--- src/rtl/wfm_pkg.sv ---
package wfm_pkg;
  localparam int CTL_W = 6;
  localparam int RDY_W = 6;
  localparam int NVEC  = 8;
  localparam int IDX_W = $clog2(NVEC);
  localparam int REG_W = 32;
  localparam int RA_W  = 4;

  localparam logic [RA_W-1:0] RA_CNT = 4'd8;
  localparam logic [RA_W-1:0] RA_CFG = 4'd9;
  localparam logic [RA_W-1:0] RA_ADR = 4'd10;

  typedef struct packed {
    logic             last;
    logic             drive;
    logic             adr_inc;
    logic             fifo_adv;
    logic [IDX_W-1:0] nxt_else;
    logic [IDX_W-1:0] nxt_hit;
    logic [RDY_W-1:0] pol;
    logic [RDY_W-1:0] mask;
    logic [CTL_W-1:0] ctl;
  } wfm_vec_t;

  localparam int VEC_W = $bits(wfm_vec_t);
endpackage

--- src/rtl/wfm_regs.sv ---
module wfm_regs
  import wfm_pkg::*;
#(
  parameter int ADR_W = 9,
  parameter int CNT_W = 32
) (
  input  logic              clk,
  input  logic              rst_n,
  input  logic              we,
  input  logic [RA_W-1:0]   addr,
  input  logic [REG_W-1:0]  wdata,
  input  logic              lock,
  input  logic [IDX_W-1:0]  rd_idx,
  output wfm_vec_t          vec,
  output logic [CNT_W-1:0]  cnt,
  output logic [CTL_W-1:0]  idle_ctl,
  output logic              wide,
  output logic              dir_out,
  output logic [ADR_W-1:0]  start_adr
);
  localparam int CFG_W = CTL_W + 2;

  logic              wr_ok;
  logic [VEC_W-1:0]  tbl [NVEC];
  logic [CNT_W-1:0]  cnt_q;
  logic [CFG_W-1:0]  cfg_q;
  logic [ADR_W-1:0]  adr_q;

  assign wr_ok = we & ~lock;

  for (genvar g = 0; g < NVEC; g++) begin : g_vec
    logic en;
    assign en = wr_ok & (addr == RA_W'(g));
    always_ff @(posedge clk or negedge rst_n) begin
      if (!rst_n)  tbl[g] <= '0;
      else if (en) tbl[g] <= wdata[VEC_W-1:0];
    end
  end

  always_ff @(posedge clk or negedge rst_n) begin
    if (!rst_n) begin
      cnt_q <= '0;
      cfg_q <= '0;
      adr_q <= '0;
    end else begin
      if (wr_ok && addr == RA_CNT) cnt_q <= wdata[CNT_W-1:0];
      if (wr_ok && addr == RA_CFG) cfg_q <= wdata[CFG_W-1:0];
      if (wr_ok && addr == RA_ADR) adr_q <= wdata[ADR_W-1:0];
    end
  end

  assign vec       = wfm_vec_t'(tbl[rd_idx]);
  assign cnt       = cnt_q;
  assign idle_ctl  = cfg_q[CTL_W-1:0];
  assign wide      = cfg_q[CTL_W];
  assign dir_out   = cfg_q[CTL_W+1];
  assign start_adr = adr_q;

  AST_LOCK_CNT: assert property (@(posedge clk) disable iff (!rst_n)
    lock |=> $stable(cnt_q));
  AST_LOCK_CFG: assert property (@(posedge clk) disable iff (!rst_n)
    lock |=> $stable(cfg_q));
endmodule

--- src/rtl/wfm_datapath.sv ---
module wfm_datapath
  import wfm_pkg::*;
#(
  parameter int DATA_W = 16
) (
  input  logic              clk,
  input  logic              rst_n,
  input  logic              busy,
  input  wfm_vec_t          vec,
  input  logic              dir_out,
  input  logic              wide,
  input  logic [RDY_W-1:0]  rdy_i,
  input  logic              fifo_empty,
  input  logic              fifo_full,
  input  logic [DATA_W-1:0] fifo_rd_data,
  input  logic [DATA_W-1:0] bus_din,
  output logic              hit,
  output logic              stall,
  output logic              fifo_rd_en,
  output logic              fifo_wr_en,
  output logic [DATA_W-1:0] fifo_wr_data,
  output logic [DATA_W-1:0] bus_dout,
  output logic              bus_oe
);
  localparam int HALF = DATA_W / 2;

  logic want;

  function automatic logic [DATA_W-1:0] narrow(input logic w, input logic [DATA_W-1:0] d);
    return w ? d : {{(DATA_W-HALF){1'b0}}, d[HALF-1:0]};
  endfunction

  always_comb begin
    hit          = &(~vec.mask | ~(rdy_i ^ vec.pol));
    want         = busy & vec.fifo_adv & hit;
    stall        = want & (dir_out ? fifo_empty : fifo_full);
    fifo_rd_en   = want &  dir_out & ~fifo_empty;
    fifo_wr_en   = want & ~dir_out & ~fifo_full;
    fifo_wr_data = narrow(wide, bus_din);
    bus_dout     = narrow(wide, fifo_rd_data);
    bus_oe       = busy & vec.drive & dir_out;
  end

  AST_NO_UNDERFLOW: assert property (@(posedge clk) disable iff (!rst_n)
    fifo_rd_en |-> !fifo_empty);
  AST_NO_OVERFLOW: assert property (@(posedge clk) disable iff (!rst_n)
    fifo_wr_en |-> !fifo_full);
  AST_ONE_DIR: assert property (@(posedge clk) disable iff (!rst_n)
    !(fifo_rd_en && fifo_wr_en));
endmodule

--- src/rtl/wfm_seq.sv ---
module wfm_seq
  import wfm_pkg::*;
#(
  parameter int ADR_W = 9,
  parameter int CNT_W = 32
) (
  input  logic              clk,
  input  logic              rst_n,
  input  logic              start,
  input  logic [CNT_W-1:0]  cnt_load,
  input  logic [ADR_W-1:0]  start_adr,
  input  wfm_vec_t          vec,
  input  logic              hit,
  input  logic              stall,
  input  logic [CTL_W-1:0]  idle_ctl,
  output logic              busy,
  output logic              done,
  output logic [IDX_W-1:0]  idx,
  output logic [CNT_W-1:0]  xfer_left,
  output logic [ADR_W-1:0]  adr,
  output logic [CTL_W-1:0]  ctl_o
);
  logic              run_q, run_n;
  logic              done_q, done_n;
  logic [IDX_W-1:0]  idx_q, idx_n;
  logic [CNT_W-1:0]  left_q, left_n;
  logic [ADR_W-1:0]  adr_q, adr_n;
  logic              step;

  always_comb begin
    run_n  = run_q;
    done_n = 1'b0;
    idx_n  = idx_q;
    left_n = left_q;
    adr_n  = adr_q;
    step   = run_q & ~stall;
    if (!run_q) begin
      if (start) begin
        if (cnt_load == '0) begin
          done_n = 1'b1;
        end else begin
          run_n  = 1'b1;
          idx_n  = '0;
          left_n = cnt_load;
          adr_n  = start_adr;
        end
      end
    end else if (step) begin
      if (hit) begin
        if (vec.adr_inc) adr_n = adr_q + 1'b1;
        if (vec.last) begin
          idx_n = '0;
          if (left_q <= CNT_W'(1)) begin
            run_n  = 1'b0;
            done_n = 1'b1;
            left_n = '0;
          end else begin
            left_n = left_q - 1'b1;
          end
        end else begin
          idx_n = vec.nxt_hit;
        end
      end else begin
        idx_n = vec.nxt_else;
      end
    end
  end

  always_ff @(posedge clk or negedge rst_n) begin
    if (!rst_n) begin
      run_q  <= 1'b0;
      done_q <= 1'b0;
      idx_q  <= '0;
      left_q <= '0;
      adr_q  <= '0;
    end else begin
      run_q  <= run_n;
      done_q <= done_n;
      idx_q  <= idx_n;
      left_q <= left_n;
      adr_q  <= adr_n;
    end
  end

  assign busy      = run_q;
  assign done      = done_q;
  assign idx       = idx_q;
  assign xfer_left = left_q;
  assign adr       = adr_q;
  assign ctl_o     = run_q ? vec.ctl : idle_ctl;

  AST_CNT_STEP: assert property (@(posedge clk) disable iff (!rst_n)
    (busy && $past(busy)) |-> (xfer_left == $past(xfer_left) || xfer_left == $past(xfer_left) - 1'b1));
  AST_ADR_STEP: assert property (@(posedge clk) disable iff (!rst_n)
    (busy && $past(busy)) |-> (adr == $past(adr) || adr == $past(adr) + 1'b1));
  AST_DONE_IDLE: assert property (@(posedge clk) disable iff (!rst_n)
    done |-> (!busy && xfer_left == '0));
  AST_DONE_PULSE: assert property (@(posedge clk) disable iff (!rst_n)
    done |=> !done);
endmodule

--- src/rtl/wfm_engine.sv ---
module wfm_engine
  import wfm_pkg::*;
#(
  parameter int ADR_W  = 9,
  parameter int DATA_W = 16,
  parameter int CNT_W  = 32
) (
  input  logic              clk,
  input  logic              rst_n,
  input  logic              cfg_we,
  input  logic [RA_W-1:0]   cfg_addr,
  input  logic [REG_W-1:0]  cfg_wdata,
  input  logic              start,
  output logic              busy,
  output logic              done,
  output logic [CNT_W-1:0]  xfer_left,
  output logic [CTL_W-1:0]  ctl_o,
  input  logic [RDY_W-1:0]  rdy_i,
  output logic [ADR_W-1:0]  adr_o,
  output logic [DATA_W-1:0] bus_dout,
  output logic              bus_oe,
  input  logic [DATA_W-1:0] bus_din,
  output logic              fifo_rd_en,
  input  logic [DATA_W-1:0] fifo_rd_data,
  input  logic              fifo_empty,
  output logic              fifo_wr_en,
  output logic [DATA_W-1:0] fifo_wr_data,
  input  logic              fifo_full
);
  wfm_vec_t          vec;
  logic [IDX_W-1:0]  idx;
  logic [CNT_W-1:0]  cnt;
  logic [CTL_W-1:0]  idle_ctl;
  logic              wide, dir_out, hit, stall;
  logic [ADR_W-1:0]  start_adr;

  wfm_regs #(.ADR_W(ADR_W), .CNT_W(CNT_W)) u_regs (
    .clk(clk), .rst_n(rst_n), .we(cfg_we), .addr(cfg_addr), .wdata(cfg_wdata),
    .lock(busy), .rd_idx(idx), .vec(vec), .cnt(cnt), .idle_ctl(idle_ctl),
    .wide(wide), .dir_out(dir_out), .start_adr(start_adr)
  );

  wfm_datapath #(.DATA_W(DATA_W)) u_dp (
    .clk(clk), .rst_n(rst_n), .busy(busy), .vec(vec), .dir_out(dir_out),
    .wide(wide), .rdy_i(rdy_i), .fifo_empty(fifo_empty), .fifo_full(fifo_full),
    .fifo_rd_data(fifo_rd_data), .bus_din(bus_din), .hit(hit), .stall(stall),
    .fifo_rd_en(fifo_rd_en), .fifo_wr_en(fifo_wr_en), .fifo_wr_data(fifo_wr_data),
    .bus_dout(bus_dout), .bus_oe(bus_oe)
  );

  wfm_seq #(.ADR_W(ADR_W), .CNT_W(CNT_W)) u_seq (
    .clk(clk), .rst_n(rst_n), .start(start), .cnt_load(cnt), .start_adr(start_adr),
    .vec(vec), .hit(hit), .stall(stall), .idle_ctl(idle_ctl), .busy(busy),
    .done(done), .idx(idx), .xfer_left(xfer_left), .adr(adr_o), .ctl_o(ctl_o)
  );

  AST_IDLE_QUIET: assert property (@(posedge clk) disable iff (!rst_n)
    !busy |-> (!fifo_rd_en && !fifo_wr_en && !bus_oe));
endmodule

--- config.mk ---
export PLATFORM = sky130hd
export DESIGN_NAME = wfm_engine
export DESIGN_NICKNAME = d
export VERILOG_FILES = /design/src/rtl/wfm_pkg.sv /design/src/rtl/wfm_regs.sv /design/src/rtl/wfm_datapath.sv /design/src/rtl/wfm_seq.sv /design/src/rtl/wfm_engine.sv
export SDC_FILE = /design/constraint.sdc
export NUM_CORES = 1
export LEC_CHECK = 0
export BUFFER_PORTS_ARGS = -buffer_cell sky130_fd_sc_hd__buf_2
export CORE_ASPECT_RATIO = 0.5
export CORE_MARGIN = 2
export CORE_UTILIZATION = 25
export CTS_BUF_LIST = sky130_fd_sc_hd__clkbuf_16
export CTS_CLUSTER_SIZE = 24
export DETAILED_ROUTE_END_ITERATION = 16
export SYNTH_ARGS = -nofsm -noshare
export SYNTH_HDL_FRONTEND = slang
export SYNTH_SLANG_ARGS = --single-unit
--- constraint.sdc ---
create_clock -name clk -period 3.3 [get_ports clk]
set_input_delay 0.165 -clock clk [delete_from_list [all_inputs] [get_ports clk]]
set_output_delay 0.165 -clock clk [all_outputs]
set_load 0.02 [all_outputs]
==> results of run 1 <==
==> metrics by stage <==
stage	instance area, um2	instances
2_1_floorplan	15590	1196
3_3_place_gp	17310	2109
3_5_place_dp	17310	2109
4_1_cts	18520	2179
5_1_grt	18560	2184
6_report	18560	2184
==> how the worst max path moves through the flow <==
stage,from,to,slack (ns),cells after the start
2_1_floorplan,u_seq.idx[1],fifo_rd_en,0.48,9
3_3_place_gp,u_seq.xfer_left[18],u_seq.xfer_left[16],0.29,7
3_5_place_dp,u_seq.idx[1],u_seq.xfer_left[14],0.20,8
4_1_cts,u_seq.idx[1],fifo_rd_en,0.04,9
5_1_grt,u_seq.idx[1],fifo_rd_en,0.02,9
6_report,u_seq.idx[1],fifo_rd_en,0.22,9
==> layout by cell type (no fill, tap or decap), types with 21 or more instances in the layout <==
cell,count
dfrtp_1,316
mux2_2,286
buf_2,130
buf_4,51
nor2_1,40
clkbuf_16,37
a21oi_1,34
xor2_1,34
nand2_1,33
mux4_2,32
mux2i_1,25
inv_1,22
nor4_1,21
==> repair_timing <==
item | CTS | global route
buffers inserted | 1 | 4
gates resized for setup | 2 | 1
hold buffers | 5 | 1
pin swaps | 1 | 0
hold endpoints to repair | 75 | 1
endpoints found under the setup margin | 2 | 2
==> area by class of cell <==
class,count,area (um2),share of cell area [%]
clock buffer,37,925.9,4.988
inverter,11,41.29,0.2224
sequential,319,7986,43.02
timing repair buffer,194,1229,6.619
clock inverter,27,219.0,1.179
tap,825,1032,5.560
multi-input combinational,771,7131,38.41
==> layer usage <==
| layer | up-vias | wire, um | part of all wire (%) | global-route usage [%] |
|---|---|---|---|---|
| li1 | 4780 | - | - | - |
| met1 | 5650 | 19410 | 44 | 18.45 |
| met2 | 294 | 22100 | 50 | 23.26 |
| met3 | 61 | 1868 | 4.2 | 1.610 |
| met4 | 0 | 928 | 2.1 | 3.513 |
| met5 | - | 0 | 0 | 0 |
==> report_power, final <==
part / total [uW] / internal, uW / switching [uW]
combinational: 2240 / 981 / 1260
sequential: 4600 / 4240 / 355
clock: 3930 / 2340 / 1600
==> cell usage after synthesis (10+ instances only) <==
| cell type | number | area share [%] |
|---|---|---|
| a22oi_1 | 11 | 0.53 |
| buf_4 | 17 | 0.82 |
| a21oi_1 | 34 | 1.1 |
| nor3_1 | 17 | 0.55 |
| buf_1 | 10 | 0.24 |
| and2_1 | 17 | 0.68 |
| clkbuf_1 | 47 | 1.1 |
| nand3_1 | 20 | 0.64 |
| o21ai_0 | 11 | 0.35 |
| mux2i_1 | 25 | 1.6 |
| mux2_2 | 286 | 21 |
| nor4_1 | 21 | 0.84 |
| buf_2 | 17 | 0.55 |
| dfrtp_1 | 319 | 51 |
| o31ai_1 | 14 | 0.67 |
| mux4_2 | 32 | 4.6 |
| xor2_1 | 34 | 1.9 |
| inv_1 | 11 | 0.26 |
| nand2_1 | 33 | 0.79 |
| a32oi_1 | 14 | 0.79 |
| nor2_1 | 40 | 0.96 |
==> flip-flops by register name, summed over array words and instances, names as in the netlist <==
| register | count |
|---|---|
| u_seq.done | 1 |
| u_regs.start_adr | 9 |
| u_seq.busy | 1 |
| u_regs.cnt | 32 |
| u_seq.adr | 9 |
| u_seq.idx | 3 |
| u_regs.cfg_q | 8 |
| u_regs.tbl | 224 |
| u_seq.xfer_left | 32 |
==> cell families after synthesis <==
family,count (synthesis)
adder cells (fa/ha/maj),3
flip-flops,319
AND/OR/NAND/NOR,214
multiplexers,344
buffers and inverters,106
XOR/XNOR,38
AO/OA/AOI/OAI,172
==> worst max-delay path, delay by kind of cell (launching register included) <==
kind | cells | cell delay [ns]
AND/OR/NAND/NOR | 4 | 0.75
AO/OA/AOI/OAI | 2 | 0.50
flip-flops | 1 | 0.45
multiplexers | 1 | 0.32
buffers and inverters | 2 | 0.38
==> results.py, run 1 <==
metrics = {
    "timing": {
        "relSlewSlack_pct": 38.77,
        "rsz0062_at_grt": "no",
        "fmax_mhz": 325.1,
        "hold_viol_final": 0,
        "whs_ns": 0.04784,
        "slew_viol_final": 0,
        "fin_ws_ns": 0.2238,
        "clock_skew_ns": 0.01901,
        "setup_viol": 0,
        "worstMarginPinSlew_ns": 0.9151,
        "period_minus_slack_ns": 3.076,
        "tns_ns": 0,
        "fin_crit_sh_pct": 93.22,
    },
    "global_routing": {
        "grt_pass1_wl_um": 68700,
        "grt_overflow": 0,
        "grt_pass1_vias": 10837,
        "grt_start_max_net_pins": 91,
        "antenna_found_initial": 0,
        "grt_usage_pct": 13.68,
    },
    "floorplan": {
        "initial_core_util_pct": 25.39,
        "fp.dieH_um": 180.6,
        "core_area_mm2": 0.06142,
        "die_area_mm2": 0.06450,
        "die_w_um": 357.2,
        "rows": 64,
        "io_pins": 164,
    },
    "power": {
        "peakVddDrop_mv": 0.2868,
        "total_power_uw": 10770,
        "p_leak_uw": 0.008677,
        "power.density_mw_per_mm2": 580.4,
    },
    "worst_setup_path": {
        "r2r-start": "u_seq.xfer_left[18]",
        "path_max_fanout": 9,
        "cp-start-kind": "flip-flop",
        "rr_worst_depth": 7,
        "r2r_slack_ns": 0.25,
        "worstReg2RegEnd": "u_seq.xfer_left[23]",
        "path_cells": "buf_4 > mux2_1 > nor4bb_1 > a311oi_2 > and3_1 > a22o_2 > nand3_1 > nor3b_1 > buf_2",
        "max_stage_delay_ns": 0.45,
        "crit_path_top_delay_cell": "dfrtp_2",
        "endpoint_kind": "primary output",
        "path_class": "flip-flop to primary output",
        "cp.required_ns": 3.13,
        "crit_arrival_ns": 2.91,
    },
    "detailed_routing": {
        "wl_per_cell_um": 20.28,
        "first_iter_violations": 710,
        "routed_wl_um": 44300,
        "final_antenna_net_count": 0,
        "drc": 8,
        "firstDrtPassIters": 13,
        "via_count": 10785,
        "viasPerCell": 4.938,
    },
    "cts": {
        "clock-sinks": 319,
        "cts_buffer_depth": 3,
        "cts-buffers-inserted": 36,
        "cts_root_buf": "clkbuf_16",
        "h-tree-depth": 2,
        "insertion_delay_ns": 0.51,
        "clkTransAtPathRegs_ns": 0.06,
        "cts_tree": "yes",
    },
    "final_layout": {
        "fin_util_pct": 30.23,
        "drive_gt1_share_pct": 42.53,
        "antennaDiodeCount": 0,
        "fillerInstances": 6187,
        "area_growth_pct": 19.06,
        "fin_nets": 1416,
    },
    "yosys": {
        "synth_area_per_cell_um2": 13.04,
        "synthFlopType": "dfrtp_1",
        "synthAdderAreaFrac_pct": 0.2407,
        "synth_edf_count": 0,
        "muxShareOfSynthArea_pct": 26.95,
        "ys_types": 79,
        "yosys.area_share.xor_xnor_pct": 2.134,
        "synthArstFlopShare_pct": 100.0,
        "synth-simple-area-share_pct": 7.671,
        "syn_nets": 1279,
        "synth-warning-count": 0,
        "synth_top_family_by_area": "multiplexers",
        "synthCells": 1196,
        "syn_area_mm2": 0.01559,
        "ys_ff_latch": 319,
        "yosysSeqAreaShare_pct": 51.20,
        "synth_compound_area_share_pct": 8.514,
    },
    "hold_path": {
        "hold_end": "u_regs.cnt[26]",
        "hold_path.class": "input pin to flip-flop",
        "worstHoldStart": "cfg_wdata[26]",
        "whs_path_depth": 2,
    },
    "place": {
        "dp_hpwl_um": 29980,
        "port_buffers": 131,
        "pre_cts_ws_ns": 0.1979,
        "place_congestion": 0.8711,
    },
    "run_status": {
        "violations": "DRC",
        "status": "complete, but fails checks",
    },
    "flow_run": {
        "max_cap_viol_count": 0,
    },
}
Power figures use the tool's default switching activity.
==> inputs of run 2 (changes only) <==
ABC_AREA = 1   (was unset)
CELL_PAD_IN_SITES_DETAIL_PLACEMENT = 0   (was unset)
CELL_PAD_IN_SITES_GLOBAL_PLACEMENT = 1   (was unset)
PLACE_DENSITY_LB_ADDON = 0.1   (was unset)
SYNTH_HIERARCHICAL = 1   (was unset)
==> run 2 against run 1 <==
Compared with the run above: the run now ends clean; wire length grew 33%; maximum frequency grew 2.2%; first-iteration DRC count grew 40%; non-clock buffer count shrank 16; final cell count grew 54%; clock skew grew 0.0046 ns; register-to-register slack gained 0.04 ns; clock power is essentially flat; synthesized cell count grew 98%; sequential power grew 38%; sequential share of layout area shrank 2.1 points; critical path type is now flip-flop to flip-flop; critical endpoint is now u_seq/idx[1]; largest power group is now combinational cells.
==> results.py, run 2 <==
metrics = {
    "floorplan": {
        "initial_core_util_pct": 25.26,
        "die_w_um": 371.9,
        "fp.dieH_um": 188.0,
        "io_pins": 164,
        "core_area_mm2": 0.06698,
        "die_area_mm2": 0.06990,
        "rows": 67,
    },
    "final_layout": {
        "area_growth_pct": 15.23,
        "largest-register": "u_regs/tbl",
        "final_common_cell": "nand2_1",
        "largest_reg_flops": 224,
        "drive_gt1_share_pct": 11.08,
        "final_cell_mix": "906 x nand2_1, 338 x inv_1, 317 x dfrtp_1",
        "fillerInstances": 7480,
        "fin_nets": 2529,
        "fin_util_pct": 29.11,
        "final-instance-count-excl-fill": 3370,
    },
    "place": {
        "place_congestion": 0.7512,
        "dp_hpwl_um": 38620,
        "port_buffers": 131,
        "place_inst": 3295,
        "pre_cts_ws_ns": 0.06693,
    },
    "timing": {
        "setup_viol": 0,
        "fmax_mhz": 332.3,
        "period_minus_slack_ns": 3.009,
        "relSlewSlack_pct": 52.13,
        "fin_ws_ns": 0.2906,
        "rsz0062_at_grt": "yes",
        "hold_viol_final": 0,
        "worstMarginPinSlew_ns": 0.7181,
        "clock_skew_ns": 0.02360,
        "fin_crit_sh_pct": 91.19,
        "slew_viol_final": 0,
        "tns_ns": 0,
    },
    "detailed_routing": {
        "firstDrtPassIters": 5,
        "first_iter_violations": 997,
        "wl_per_cell_um": 17.45,
        "viasPerCell": 4.312,
        "via_count": 14531,
        "drc": 0,
        "routed_wl_um": 58820,
        "final_antenna_net_count": 0,
    },
    "yosys": {
        "yosysSeqAreaShare_pct": 47.18,
        "synthCells": 2370,
        "synthFlopType": "dfrtp_1",
        "synth_area_per_cell_um2": 7.139,
        "synth_commonest_cells": "915 x nand2_1, 330 x inv_1, 319 x dfrtp_1",
        "synthArstFlopShare_pct": 100.0,
        "synth.area.top_cells": "dfrtp_1 47%, nand2_1 20%, o21ai_0 8.0%, inv_1 7.3%, nand3_1 4.5%",
        "synth_top_cell_by_area": "dfrtp_1",
        "ys_ff_latch": 319,
        "ys_types": 36,
        "syn_area_mm2": 0.01692,
        "syn_nets": 2453,
        "synth_top_area_share_pct": 47.18,
        "synth_edf_count": 0,
        "yosysMostFrequentCell": "nand2_1",
        "synth-warning-count": 6,
    },
    "worst_setup_path": {
        "crit_arrival_ns": 3.42,
        "path_class": "flip-flop to flip-flop",
        "cpMostUsedCell": "nand2_1",
        "cp-start-kind": "flip-flop",
        "max_stage_delay_ns": 0.51,
        "endpoint_kind": "flip-flop",
        "path_cells": "clkinv_2 > buf_6 > nand2_1 > nand3_1 > nand2_1 > nand2_1 > nand2_1 > nand3_1 > nand2_1 > nor2_2 > nand3_2 > nor2_1 > nor2_1 > inv_1 > nand2_1 > buf_4 > a21oi_2",
        "crit_path_top_delay_cell": "dfrtp_4",
        "path_max_fanout": 36,
        "cp.required_ns": 3.71,
    },
    "flow_run": {
        "max_cap_viol_count": 0,
    },
    "global_routing": {
        "grt_usage_pct": 17.12,
        "grt_pass1_vias": 14325,
        "antenna_found_initial": 3,
        "grt_start_max_net_pins": 87,
        "grt_pass1_wl_um": 91270,
        "grt_overflow": 0,
    },
    "power": {
        "peakVddDrop_mv": 0.2977,
        "p_leak_uw": 0.01012,
        "power.density_mw_per_mm2": 913.9,
        "total_power_uw": 17820,
    },
    "cts": {
        "cts_root_buf": "clkbuf_16",
        "clkTransAtPathRegs_ns": 0.06,
        "insertion_delay_ns": 0.56,
        "cts_buffer_depth": 3,
        "cts-buffers-inserted": 37,
        "cts_tree": "yes",
        "clock-sinks": 319,
        "h-tree-depth": 2,
    },
    "hold_path": {
        "hold_path.class": "input pin to flip-flop",
    },
    "run_status": {
        "status": "complete, no violations",
    },
}
==> run 2: cell types whose count changed after synthesis, sizes merged, moves of 51 or more <==
cell / change
nand2: +894
mux2: -287
o21ai: +297
inv: +324
buf: +51
nor2: +89
nand3: +134
==> run 2: layer usage <==
layer	GRT usage (%)	up-vias	routed length [um]
met4	3.102	0	876
met1	26.14	6856	30750
met2	25.78	214	25110
met3	2.162	53	2079
met5	0	-	0
li1	-	7408	-
==> run 2: report_power, final <==
part | switching (uW) | total [uW] | internal (uW) | leakage (uW)
combinational | 5070 | 7570 | 2500 | 0.00532
sequential | 1060 | 6350 | 5290 | 0.00424
clock | 1790 | 3910 | 2110 | 0.000564
==> run 2: metrics by stage <==
step	cell area [um2]	hold slack, ns
after floorplan	16920	-0.1306
after global placement	18320	0.1915
after detailed placement	18320	0.1964
after CTS	19480	0.008051
after global routing	19490	0.05254
final	19500	0.03167
==> run 2: kinds of logic (layout without fill, tap and decap cells) <==
kind of cell / Yosys count / after routing / share of synthesized area (%)
compound gates: 335 / 335 / 10.10
xor+xnor: 11 / 11 / 0.5694
fa+ha+maj: 3 / 3 / 0.2219
buf+inv: 476 / 578 / 12.34
flops: 319 / 319 / 47.18
mux: 2 / 2 / 0.1183
other cells: 0 / 1 / 0
simple gates: 1224 / 1224 / 29.47
==> run 2: final cells by class <==
class	count	area [um2]	area share, %
Sequential cell	319	7988	40.97
Clock buffer	37	925.9	4.749
Tap cell	897	1122	5.757
Clock inverter	28	150.1	0.7701
Inverter	335	1259	6.456
Antenna cell	1	2.502	0.01284
Timing Repair Buffer	178	1170	6.001
Multi-Input combinational cell	1575	6879	35.28
==> run 2: worst max-delay path: cells and delay by family, from the launching register on <==
family	cells	cell delay, ns
AOI/OAI and AO/OA	1	0.31
and+or+nand+nor	12	1.24
buffers and inverters	4	0.77
DFF	1	0.51
==> run 2: path summary, 6_finish.rpt <==
kind | from | to | slack, ns | cells past startpoint
max | u_seq/idx[0] | u_seq/idx[1] | 0.29 | 17
min | cfg_wdata[20] | u_regs/tbl[216] | 0.03 | 3
max reg2reg | u_seq/idx[0] | u_seq/idx[1] | 0.29 | 17
min reg2reg | u_regs/tbl[67] | u_regs/tbl[67] | 0.48 | 2
max in group asynchronous | rst_n | u_seq/adr[1] | 2.08 | 3
min in group asynchronous | rst_n | u_regs/tbl[215] | 0.18 | 2
==> run 2: timing repair <==
| action | 4_1_cts | 5_1_grt |
|---|---|---|
| setup endpoints to repair | 0 | 13 |
| hold endpoints to repair | 69 | 0 |
| setup buffers | 0 | 0 |
| hold buffers | 9 | 0 |
| resized for setup | 0 | 4 |
==> inputs of run 3 (changes only) <==
CORE_UTILIZATION = 44   (was 25)
==> run 3 against run 2 <==
Compared with the run above: critical path depth decreased by 3; via count increased by 0.36%; sequential cell count unchanged; final cell count decreased by 11%.
==> results.py, run 3 (synthesis gave the netlist of run 2 again) <==
metrics = {
    "power": {
        "p_comb_share_pct": 42.8,
        "total_power_uw": 17030,
        "p_leak_uw": 0.01001,
        "power.density_mw_per_mm2": 902.0,
        "peakVddDrop_mv": 0.3988,
        "p_sw_share_pct": 43.70,
        "seqPwrFrac_pct": 37.0,
        "clkPwrFrac_pct": 20.2,
        "p_int_uw": 9587,
        "p_sw_uw": 7443,
    },
    "timing": {
        "whs_ns": 0.01893,
        "period_minus_slack_ns": 3.064,
        "relSlewSlack_pct": 25.05,
        "fin_crit_sh_pct": 92.85,
        "tns_ns": 0,
        "fmax_mhz": 326.4,
        "setup_viol": 0,
        "slew_viol_final": 0,
        "hold_viol_final": 0,
        "rsz0062_at_grt": "no",
        "clock_skew_ns": 0.03236,
        "worstMarginPinSlew_ns": 1.120,
    },
    "final_layout": {
        "area_growth_pct": 11.59,
        "fin_nets": 2524,
        "largest_reg_flops": 224,
        "final_area_mm2": 0.01888,
        "final-instance-count-excl-fill": 2985,
        "register_area_mm2": 0.007988,
        "fillerInstances": 3923,
        "final_cell_mix": "905 x nand2_1, 333 x inv_1, 317 x dfrtp_1",
        "multi_input_area_mm2": 0.006883,
        "largest-register": "u_regs/tbl",
        "drive_gt1_share_pct": 10.67,
        "final_common_cell": "nand2_1",
    },
    "floorplan": {
        "initial_core_util_pct": 44.93,
        "fp.dieH_um": 142.7,
        "io_pins": 164,
        "core_area_mm2": 0.03766,
        "die_area_mm2": 0.04013,
        "die_w_um": 281.3,
        "rows": 50,
    },
    "cts": {
        "cts_buffer_depth": 3,
        "cts-buffers-inserted": 31,
        "h-tree-depth": 1,
        "insertion_delay_ns": 0.60,
        "clkTransAtPathRegs_ns": 0.07,
        "clock-sinks": 319,
        "cts_tree": "yes",
        "cts_root_buf": "clkbuf_16",
    },
    "global_routing": {
        "grt_pass1_vias": 13634,
        "grt_pass1_wl_um": 77940,
        "antenna_found_initial": 1,
        "grt_start_max_net_pins": 81,
        "grt_usage_pct": 24.96,
        "grt_overflow": 0,
    },
    "detailed_routing": {
        "firstDrtPassIters": 6,
        "first_iter_violations": 1263,
        "via_count": 14584,
        "viasPerCell": 4.886,
        "drc": 0,
        "routed_wl_um": 49030,
        "wl_per_cell_um": 16.42,
        "final_antenna_net_count": 0,
    },
    "worst_setup_path": {
        "max_stage_delay_ns": 0.43,
        "crit_arrival_ns": 2.90,
        "path_max_fanout": 22,
        "cp-start-kind": "flip-flop",
        "path_cells": "clkinv_2 > buf_12 > nand2_1 > nand3_1 > nand2_1 > nand2_1 > nand2_1 > nand2_1 > nand2_1 > nor2_1 > nor2_2 > nand3_2 > nor2_1 > buf_2",
        "r2r-start": "u_seq/idx[0]",
        "endpoint_kind": "primary output",
        "startpoint": "u_seq/idx[0]",
        "path_class": "flip-flop to primary output",
        "path_buf_inv": 3,
        "cp.required_ns": 3.13,
        "cpMostUsedCell": "nand2_1",
        "cp_top_family": "simple AND/OR/NAND/NOR gates",
        "crit_path_top_delay_cell": "dfrtp_4",
    },
    "place": {
        "place_congestion": 0.8110,
        "placed_area_mm2": 0.01775,
        "port_buffers": 131,
        "dp_hpwl_um": 31390,
        "place_inst": 2911,
    },
    "hold_path": {
        "worstHoldStart": "cfg_wdata[12]",
        "hold_path.class": "input pin to flip-flop",
    },
    "flow_run": {
        "max_cap_viol_count": 0,
    },
    "run_status": {
        "status": "complete, no violations",
    },
}
run 3: power by group through the flow:
| stage | combinational, uW | clock (uW) | sequential (uW) |
|---|---|---|---|
| finish | 7290 | 3440 | 6290 |
| detailed placement | 7230 | 0 | 6340 |
| global route | 8380 | 3690 | 6490 |
| CTS | 7280 | 3550 | 6280 |
| global placement | 7190 | 0 | 6310 |
| floorplan | 5240 | 0 | 6250 |
run 3: what timing repair did:
item	4_1_cts	5_1_grt
resized for setup	0	4
hold buffers	17	0
endpoints found under the hold margin	113	0
setup endpoints to repair	0	11
setup buffers	0	0
run 3: final cells by class:
type / instances / share of cell area, %
sequential: 319 / 42.31
multi-input combinational: 1575 / 36.45
inverter: 335 / 6.667
timing repair buffer: 179 / 6.123
clock buffer: 31 / 4.109
tap: 520 / 3.446
clock inverter: 25 / 0.8814
antenna: 1 / 0.01325
run 3: metrics by stage:
| step | setup WS (ns) | util, % |
|---|---|---|
| 2_1_floorplan | 0.7726 | - |
| 3_3_place_gp | 0.2854 | 47.14 |
| 3_5_place_dp | 0.1744 | 47.14 |
| 4_1_cts | 0.1196 | 50.10 |
| 5_1_grt | 0.04603 | 50.13 |
| 6_report | 0.2359 | 50.13 |
run 3: worst paths after layout:
check	cells past startpoint	slack [ns]	end
max	14	0.24	fifo_wr_en
min	3	0.02	u_regs/tbl[180]
max in group asynchronous	3	2.11	u_regs/tbl[2]
min in group asynchronous	2	0.17	u_seq/xfer_left[20]
max reg2reg	17	0.32	u_seq/adr[5]
min reg2reg	2	0.48	u_regs/tbl[79]
run 3: metal layers:
| layer | GRT usage [%] | share of wire, % | wire (um) |
|---|---|---|---|
| met4 | 3.807 | 1.3 | 616 |
| met1 | 38.20 | 52 | 25500 |
| met2 | 38.23 | 42 | 20840 |
| met3 | 3.420 | 4.2 | 2080 |
| met5 | 0 | 0 | 0 |
run 3: worst reg2reg max path: stages (launching register included):
cell      delay [ns]
dfrtp_4         0.43
clkinv_2        0.27
buf_12          0.27
nand2_1         0.08
nand3_1         0.06
nand2_1         0.07
nand2_1         0.04
nand2_1         0.09
nand2_1         0.05
nand2_1         0.05
nor2_1          0.04
nor2_2          0.20
and2_2          0.25
inv_1           0.12
o21ai_1         0.39
nand2_4         0.21
nor2_1          0.16
a21oi_1         0.05
